## src/rtl/swk_pkg.sv

```systemverilog
package swk_pkg;
  typedef enum logic [2:0] {
    ST_RUN    = 3'd0,
    ST_SLEEP  = 3'd1,
    ST_OST    = 3'd2,
    ST_RESUME = 3'd3,
    ST_DUMMY  = 3'd4
  } swk_state_e;

  typedef enum logic [1:0] {
    WK_NONE = 2'd0,
    WK_PIN  = 2'd1,
    WK_WDT  = 2'd2,
    WK_IRQ  = 2'd3
  } swk_cause_e;
endpackage

```

## src/rtl/swk_wake_arbiter.sv

```systemverilog
module swk_wake_arbiter
  import swk_pkg::*;
#(
  parameter int NSRC = 8
) (
  input  logic            mclr_n,
  input  logic            wdt_timeout,
  input  logic            wdt_en,
  input  logic [NSRC-1:0] int_flags,
  input  logic [NSRC-1:0] int_enables,
  output logic            pending,
  output swk_cause_e      cause
);
  logic [NSRC-1:0] armed;

  genvar g;
  generate
    for (g = 0; g < NSRC; g++) begin : g_mask
      assign armed[g] = int_flags[g] & int_enables[g];
    end
  endgenerate

  assign pending = |armed;

  always_comb begin
    if (!mclr_n)                  cause = WK_PIN;
    else if (wdt_timeout && wdt_en) cause = WK_WDT;
    else if (pending)             cause = WK_IRQ;
    else                          cause = WK_NONE;
  end
endmodule

```

## src/rtl/swk_ost_timer.sv

```systemverilog
module swk_ost_timer #(
  parameter int OST_CYCLES = 1024,
  localparam int CW = (OST_CYCLES > 1) ? $clog2(OST_CYCLES) : 1
) (
  input  logic          clk,
  input  logic          rst,
  input  logic          active,
  input  logic          enter,
  output logic [CW-1:0] count,
  output logic          done
);
  localparam logic [CW-1:0] LAST = CW'(OST_CYCLES - 1);

  always_ff @(posedge clk) begin
    if (rst || !active || enter) count <= '0;
    else                         count <= count + 1'b1;
  end

  assign done = (count == LAST);
endmodule

```

## src/rtl/swk_status.sv

```systemverilog
module swk_status (
  input  logic clk,
  input  logic rst,
  input  logic enter_sleep,
  input  logic wdt_wake,
  output logic to_bit,
  output logic pd_bit
);
  always_ff @(posedge clk) begin
    if (rst) begin
      to_bit <= 1'b1;
      pd_bit <= 1'b1;
    end else if (enter_sleep) begin
      to_bit <= 1'b1;
      pd_bit <= 1'b0;
    end else if (wdt_wake) begin
      to_bit <= 1'b0;
    end
  end
endmodule

```

## src/rtl/sleep_wake_ctrl.sv

```systemverilog
module sleep_wake_ctrl
  import swk_pkg::*;
#(
  parameter int NSRC       = 8,
  parameter int OST_CYCLES = 1024,
  localparam int CW = (OST_CYCLES > 1) ? $clog2(OST_CYCLES) : 1
) (
  input  logic            clk,
  input  logic            rst,
  input  logic            sleep_req,
  input  logic            mclr_n,
  input  logic            wdt_timeout,
  input  logic            wdt_en,
  input  logic [NSRC-1:0] int_flags,
  input  logic [NSRC-1:0] int_enables,
  input  logic            gie,
  input  logic            osc_mode,
  output logic            halt,
  output logic [CW-1:0]   ost_count,
  output logic            wdt_clr,
  output logic            rst_req,
  output logic            vector_req,
  output logic            to_bit,
  output logic            pd_bit
);
  swk_state_e state_q, state_d;
  swk_cause_e cause_q, cause_d, cause_now;
  logic       pending, ost_done;
  logic       enter_sleep, wdt_wake, wake;

  swk_wake_arbiter #(.NSRC(NSRC)) u_arb (
    .mclr_n      (mclr_n),
    .wdt_timeout (wdt_timeout),
    .wdt_en      (wdt_en),
    .int_flags   (int_flags),
    .int_enables (int_enables),
    .pending     (pending),
    .cause       (cause_now)
  );

  swk_ost_timer #(.OST_CYCLES(OST_CYCLES)) u_ost (
    .clk    (clk),
    .rst    (rst),
    .active (state_d == ST_OST),
    .enter  (state_q != ST_OST),
    .count  (ost_count),
    .done   (ost_done)
  );

  swk_status u_stat (
    .clk         (clk),
    .rst         (rst),
    .enter_sleep (enter_sleep),
    .wdt_wake    (wdt_wake),
    .to_bit      (to_bit),
    .pd_bit      (pd_bit)
  );

  always_comb begin
    state_d     = state_q;
    cause_d     = cause_q;
    enter_sleep = 1'b0;
    wdt_wake    = 1'b0;
    wake        = 1'b0;
    if (!mclr_n) begin
      state_d = ST_RUN;
      cause_d = WK_PIN;
      wake    = (state_q == ST_SLEEP);
    end else begin
      unique case (state_q)
        ST_RUN: begin
          if (sleep_req && !pending) begin
            state_d     = ST_SLEEP;
            enter_sleep = 1'b1;
          end
        end
        ST_SLEEP: begin
          if (cause_now != WK_NONE) begin
            wake     = 1'b1;
            cause_d  = cause_now;
            wdt_wake = (cause_now == WK_WDT);
            state_d  = osc_mode ? ST_RESUME : ST_OST;
          end
        end
        ST_OST: begin
          if (ost_done) state_d = ST_RESUME;
        end
        ST_RESUME: begin
          state_d = (cause_q == WK_IRQ && gie) ? ST_DUMMY : ST_RUN;
        end
        ST_DUMMY: state_d = ST_RUN;
        default:  state_d = ST_RUN;
      endcase
    end
  end

  always_ff @(posedge clk) begin
    if (rst) begin
      state_q    <= ST_RUN;
      cause_q    <= WK_NONE;
      halt       <= 1'b0;
      wdt_clr    <= 1'b0;
      rst_req    <= 1'b0;
      vector_req <= 1'b0;
    end else begin
      state_q    <= state_d;
      cause_q    <= cause_d;
      halt       <= (state_d == ST_SLEEP) || (state_d == ST_OST);
      wdt_clr    <= wake;
      rst_req    <= !mclr_n;
      vector_req <= (state_d == ST_DUMMY);
    end
  end
endmodule

```

## config.mk

```make
export PLATFORM = sky130hd
export DESIGN_NAME = sleep_wake_ctrl
export DESIGN_NICKNAME = d
export VERILOG_FILES = /design/src/rtl/swk_pkg.sv /design/src/rtl/swk_wake_arbiter.sv /design/src/rtl/swk_ost_timer.sv /design/src/rtl/swk_status.sv /design/src/rtl/sleep_wake_ctrl.sv
export SDC_FILE = /design/constraint.sdc
export NUM_CORES = 1
export LEC_CHECK = 0
export ABC_AREA = 1
export BUFFER_PORTS_ARGS = -buffer_cell sky130_fd_sc_hd__buf_2
export CAP_MARGIN = 20
export CORE_AREA = 10 10 53 64
export CTS_BUF_LIST = sky130_fd_sc_hd__clkbuf_16
export CTS_CLUSTER_SIZE = 14
export DETAILED_ROUTE_END_ITERATION = 12
export DIE_AREA = 0 0 63 74
export PLACE_DENSITY_LB_ADDON = 0.05
export SLEW_MARGIN = 20
export SYNTH_ARGS = -nofsm -noshare
export SYNTH_HDL_FRONTEND = slang
export SYNTH_SLANG_ARGS = --single-unit
```

## constraint.sdc

```tcl
create_clock -name clk -period 1.8 [get_ports clk]
set_clock_uncertainty 0.2 [all_clocks]
set_input_delay 0.18 -clock clk [delete_from_list [all_inputs] [get_ports clk]]
set_output_delay 0.18 -clock clk [all_outputs]
set_load 0.01 [all_outputs]
```

After elaboration in Yosys (flattened, before gate mapping)
Cells that the tools add are included.
{"block": "word_totals", "reg_bits": 21, "latchBits": 0, "ramBits": 0, "romBits": 0, "in_bits": 24, "out_inout_bits": 16, "elab_cells": 70, "mem_count": 0}
{"block": "op_classes", "n_addsub": 1, "mul": 0, "n_div": 0, "order_cmp": 0, "eq_ne": 12, "shifts": 0, "n_mux": 22, "bitwise": 9, "n_reduce_logical": 16}
{"op": "2-to-1 mux 3 bit", "n": 5}
{"op": "2-to-1 mux 1 bit", "n": 13}
{"op": "one-hot mux 3 bit (4 select lines)", "n": 1}
{"op": "adder 10 x 1 -> 10 bit, second input constant", "n": 1}
{"op": "equality test 10 bit, second input constant", "n": 1}
{"op": "equality test 3 x 2 -> 1 bit, second input constant", "n": 3}
{"op": "AND 1 bit", "n": 8}
{"op": "OR reduction 8 bit", "n": 1}
{"op": "equality test 3 x 1 -> 1 bit, second input constant", "n": 2}
{"op": "2-to-1 mux 2 bit", "n": 3}
{"op": "equality test 2 bit, second input constant", "n": 2}
{"op": "inequality test 2 x 1 -> 1 bit, second input constant", "n": 2}
{"op": "AND reduction 2 bit", "n": 2}
{"op": "OR reduction 2 bit", "n": 2}
{"op": "equality test 3 bit, second input constant", "n": 1}
{"op": "logical AND 1 bit", "n": 3}
{"op": "zero test 1 bit", "n": 3}
{"op": "zero test 3 bit", "n": 1}
{"op": "logical OR 1 bit", "n": 3}
{"op": "inequality test 3 x 2 -> 1 bit, second input constant", "n": 1}
{"op": "nonzero test 2 bit", "n": 1}
{"op": "inverter 1 bit", "n": 1}

Longest topological paths before layout
{"block": "logic_depth", "ltp_word": 13, "mapped_depth": 11}

By module
A second synthesis with hierarchy kept.
{"block": "unflattened", "cells_unflattened": 152, "hier_area_um2": 1054.8}
{"mod": "sleep_wake_ctrl", "n_inst": 1, "cells_each": 61, "area_per_inst_um2": 451.7, "seq_area_each_um2": 180.2}
{"mod": "swk_ost_timer", "n_inst": 1, "cells_each": 60, "area_per_inst_um2": 445.4, "seq_area_each_um2": 200.2}
{"mod": "swk_wake_arbiter", "n_inst": 1, "cells_each": 21, "area_per_inst_um2": 87.6, "seq_area_each_um2": 0.0}
{"mod": "swk_status", "n_inst": 1, "cells_each": 10, "area_per_inst_um2": 70.1, "seq_area_each_um2": 40.0}

Worst setup path before layout
Ideal clock, no wire load.
{"block": "synth_timing", "path_kind": "reg2reg", "from": "register u_ost.count[0]", "to": "register u_ost.count[0]", "arrival_ps": 1293, "required_ps": 1480, "setup_slack_ps": 186, "path_stages_with_launch": 11, "n_path_buf": 0, "period_less_slack_ps": 1614, "path_cell_list": "dfxtp_1 > ha_1 > nand3_2 > nor2_2 > nand3_1 > nor2_1 > nor2_1 > nand2_1 > nor2_2 > nand3_4 > nor2_1"}
{"block": "synth_between", "elab_chain_len": 8}
{"item": "start, declared", "line": "swk_ost_timer.sv:9", "text": "output logic [CW-1:0] count,"}
{"item": "start signal, assigned", "line": "swk_ost_timer.sv:16", "text": "else count <= count + 1'b1;"}
{"item": "equality test 10 bit", "line": "swk_ost_timer.sv:19", "text": "assign done = (count == LAST);"}
{"item": "2-to-1 mux 3 bit", "line": "sleep_wake_ctrl.sv:86", "text": "if (ost_done) state_d = ST_RESUME;"}
{"item": "one-hot mux 3 bit (4 select lines)", "line": "sleep_wake_ctrl.sv:70", "text": "unique case (state_q)"}
{"item": "2-to-1 mux 3 bit", "line": "sleep_wake_ctrl.sv:65", "text": "if (!mclr_n) begin"}
{"item": "equality test 3 x 2 -> 1 bit", "line": "sleep_wake_ctrl.sv:44", "text": ".active (state_d == ST_OST),"}
{"item": "zero test 1 bit", "line": "swk_ost_timer.sv:15", "text": "if (rst || !active || enter) count <= '0;"}
{"item": "logical OR 1 bit (2 in a row)", "line": "swk_ost_timer.sv:15"}
Parallel ways exist; a longest one is shown, timed or not.
A chain may end at the register's enable or synchronous reset.

Final worst setup path
{"block": "layout_timing", "from": "register u_ost.count[0]", "to": "register u_ost.count[4]"}
Same word-level chain as after synthesis.

==> out/summary.log <==
qor: grt.grt_max_degree 12
qor: power_and_ir_drop.report.power.total 0.000983 W
qor: route.met3_length 78 um
qor: hold_path.worstHoldPathCells 2
qor: die.floorplan.die_area 4660 um^2
qor: clock_network.clk_root_buffer_cell clkbuf_16
qor: clock_network.max-clock-path-buffers 2
qor: clock_network.post_cts.repair.setup_buffers 0
qor: job.max-cap-violations 0
qor: hold_path.hold_path.class input port to register
qor: run_status.result_of_the_run complete, no violations
qor: route.tritonroute_pass_1_iters 4
qor: timing.finalSetupViolCount 0
qor: die.die_w 63 um
qor: hold_path.holdCritStartpoint mclr_n
qor: setup_path.critical_path_arrival 1630 ps
qor: die.rows 19
qor: clock_network.path_clk_slew 50 ps
qor: timing.finalWorstSetupSlack 158 ps
qor: synth.netlist_instances 128
qor: grt.gr-total-overflow 0
qor: synth.synth-seq-cells 21
qor: finish.num-nets-final 196
qor: route.detail_route.drc_violations 0
qor: synth.syn_area 973 um^2
qor: clock_network.clock_insertion_delay_worst_skew 250 ps
qor: setup_path.rr_startpoint u_ost.count[0]
qor: synth.synthDistinctLibCells 23
qor: grt.number_of_global_route_vias_before_repair 923
qor: route.route.antenna.remaining_nets 0
qor: timing.timing.fmax 609 MHz
qor: power_and_ir_drop.power.static_leakage 0.595 nW
qor: setup_path.critical_path.reg2reg.endpoint u_ost.count[4]
qor: grt.grt_antenna_before_repair 0
qor: setup_path.endpoint_kind register
qor: finish.synthToLayoutAreaGrowth 32.6%
qor: route.routedLengthMet1 854 um
qor: finish.final_layout_size_suffix_gt1_frac 0.365
qor: route.drt-wirelength-per-cell 11.0 um
qor: route.dr.max_layer_used met4
qor: clock_network.cts_tree done
qor: die.io-pin-count 40
qor: route.routed_wl 2.21 mm
qor: finish.post-route-util 0.584
qor: placed_design.placement.cell_area 1190 um^2
qor: setup_path.crit_type register to register
qor: setup_path.r2r.worst_path.cells 10
qor: hold_path.min_delay_worst_endpoint rst_req
qor: setup_path.worst-endpoint-required 1780 ps
qor: timing.slew_headroom 0.725
qor: timing.layout_min_cycle_time 1640 ps
qor: timing.max_slew.worst_pin.slew 409 ps
qor: setup_path.r2r_setup_slack 160 ps
qor: synth.postSynthAreaPerCell 7.60 um^2
qor: synth.syn-num-nets 153
qor: synth.ys_seq_area_frac 0.432
qor: finish.postLayoutCellArea 1290 um^2
qor: clock_network.cts.htree.levels 1
qor: timing.totalNegativeSetupSlack 0 ps
qor: timing.setup_repair_after_global_routing_missed_its_margin no
qor: placed_design.numPortBuffers 39
qor: die.placeableCoreArea 2210 um^2
qor: power_and_ir_drop.power.density 761 nW/um^2
qor: timing.finalHoldViolations 0
qor: grt.globalRouteTotalUtil 0.0978
qor: clock_network.total_clock_buffers_created_by_cts 3
qor: route.met2_length 1.26 mm
qor: setup_path.worst_setup_path_start_kind register
qor: grt.first_pass_grt_wire_length 3.75 mm
qor: die.floorplan.initialDensity 0.440
qor: placed_design.hpwl_after_detailed_placement 1.85 mm
qor: clock_network.cts_num_sinks 21
qor: placed_design.globalplace.congestion 0.756
qor: setup_path.cp_max_fo 10
qor: die.die_h 74 um
qor: route.routed_via_density 4.36
qor: route.vias 876
qor: finish.diodes 0
qor: route.drt_iter0_drc 34
qor: timing.post-route-period-util 0.912
qor: synth.yosysWarningCount 0
qor: power_and_ir_drop.vdd_drop_max 0.510 mV
qor: placed_design.post-place-ws 96.9 ps
qor: timing.report.final.slew_viol_count 0
[state kept, by name, summed over array words and instances (netlist names)]
name and cells:
wdt_clr 1, rst_req 1, state_q 3, halt 1
u_stat.pd_bit 1, cause_q 2, u_ost.count 10, vector_req 1
u_stat.to_bit 1
[layer usage]
metal	vias up	global-route usage
met5	-	0
met4	0	0.0448
met3	2	0.0255
met2	12	0.198
met1	387	0.0896
li1	475	-
[cell usage after synthesis, drive strengths merged]
cell type	count	area (um^2)
a21oi	2	13.8
xor2	5	43.8
xnor2	3	26.3
nor4	1	6.26
nor3	1	16.3
o21ai	2	10.0
nand3	8	62.6
clkbuf	1	3.75
dfxtp	21	420
nor2	29	126
ha	1	12.5
nand2	32	130
inv	17	63.8
o31ai	1	7.51
nand4	3	18.8
buf	1	11.3
[power breakdown]
| group | internal [W] | switching [W] | leakage [nW] |
|---|---|---|---|
| combinational | 0.0000318 | 0.0000334 | 0.381 |
| sequential | 0.000470 | 0.00000182 | 0.171 |
| clock | 0.000295 | 0.000151 | 0.0423 |
[worst max-delay path, stage by stage (launching register included)]
cell and delay [ps]:
dfxtp_2 330, ha_2 190, nand3_2 100, nor2_4 40
nand3_1 60, nor2_1 40, nor2_1 80, nand2_1 90
nor2_2 150, nand3_4 150, nor2_1 130
[cells in the final DEF, fill, tap and decap left out, types with 3 or more instances in the layout]
master / count
buf_2: 39
clkbuf_16: 3
dfxtp_1: 19
inv_1: 15
inv_2: 3
nand2_1: 28
nand2_2: 4
nand3_1: 5
nand4_1: 3
nor2_1: 24
nor2_2: 3
xnor2_1: 3
xor2_1: 5
[worst max path at each step]
stage	start	endpoint
after floorplan	u_ost.count[0]	u_ost.count[0]
after global placement	u_ost.count[0]	u_ost.count[4]
after detailed placement	u_ost.count[0]	u_ost.count[9]
after CTS	u_ost.count[0]	u_ost.count[4]
after global routing	u_ost.count[0]	u_ost.count[6]
final	u_ost.count[0]	u_ost.count[4]
[per-stage QoR]
step                instances  hold WS (ps)
finish                    201          34.4
floorplan                 128           169
CTS                       201          28.6
global route              201          63.7
global placement          196           229
detailed placement        196           231
[timing repair]
action	CTS	global route
endpoints found under the setup margin	0	11
hold buffers	1	0
endpoints found under the hold margin	1	0
gates resized for setup	0	4
[cells by family (layout without fill, tap and decap cells)]
logic type / count (synthesis) / in the layout / synth area share
and+or+nand+nor: 74 / 74 / 0.370
DFF: 21 / 21 / 0.432
buffers and inverters: 19 / 61 / 0.0810
xor gates and xnor gates: 8 / 8 / 0.0720
AOI/OAI and AO/OA: 5 / 5 / 0.0321
adders and majority gates: 1 / 1 / 0.0129
[cell type report]
type                    count  area [um^2]
clock buffers               3         75.1
repair buffers             40          205
flip-flops and latches     21          423
fillers                   234          920
clock inverters             1         3.75
inverters                  17         63.8
multi-input cells          88          482
well taps                  31         38.8
Note: power is estimated with default switching activity, not from simulation.
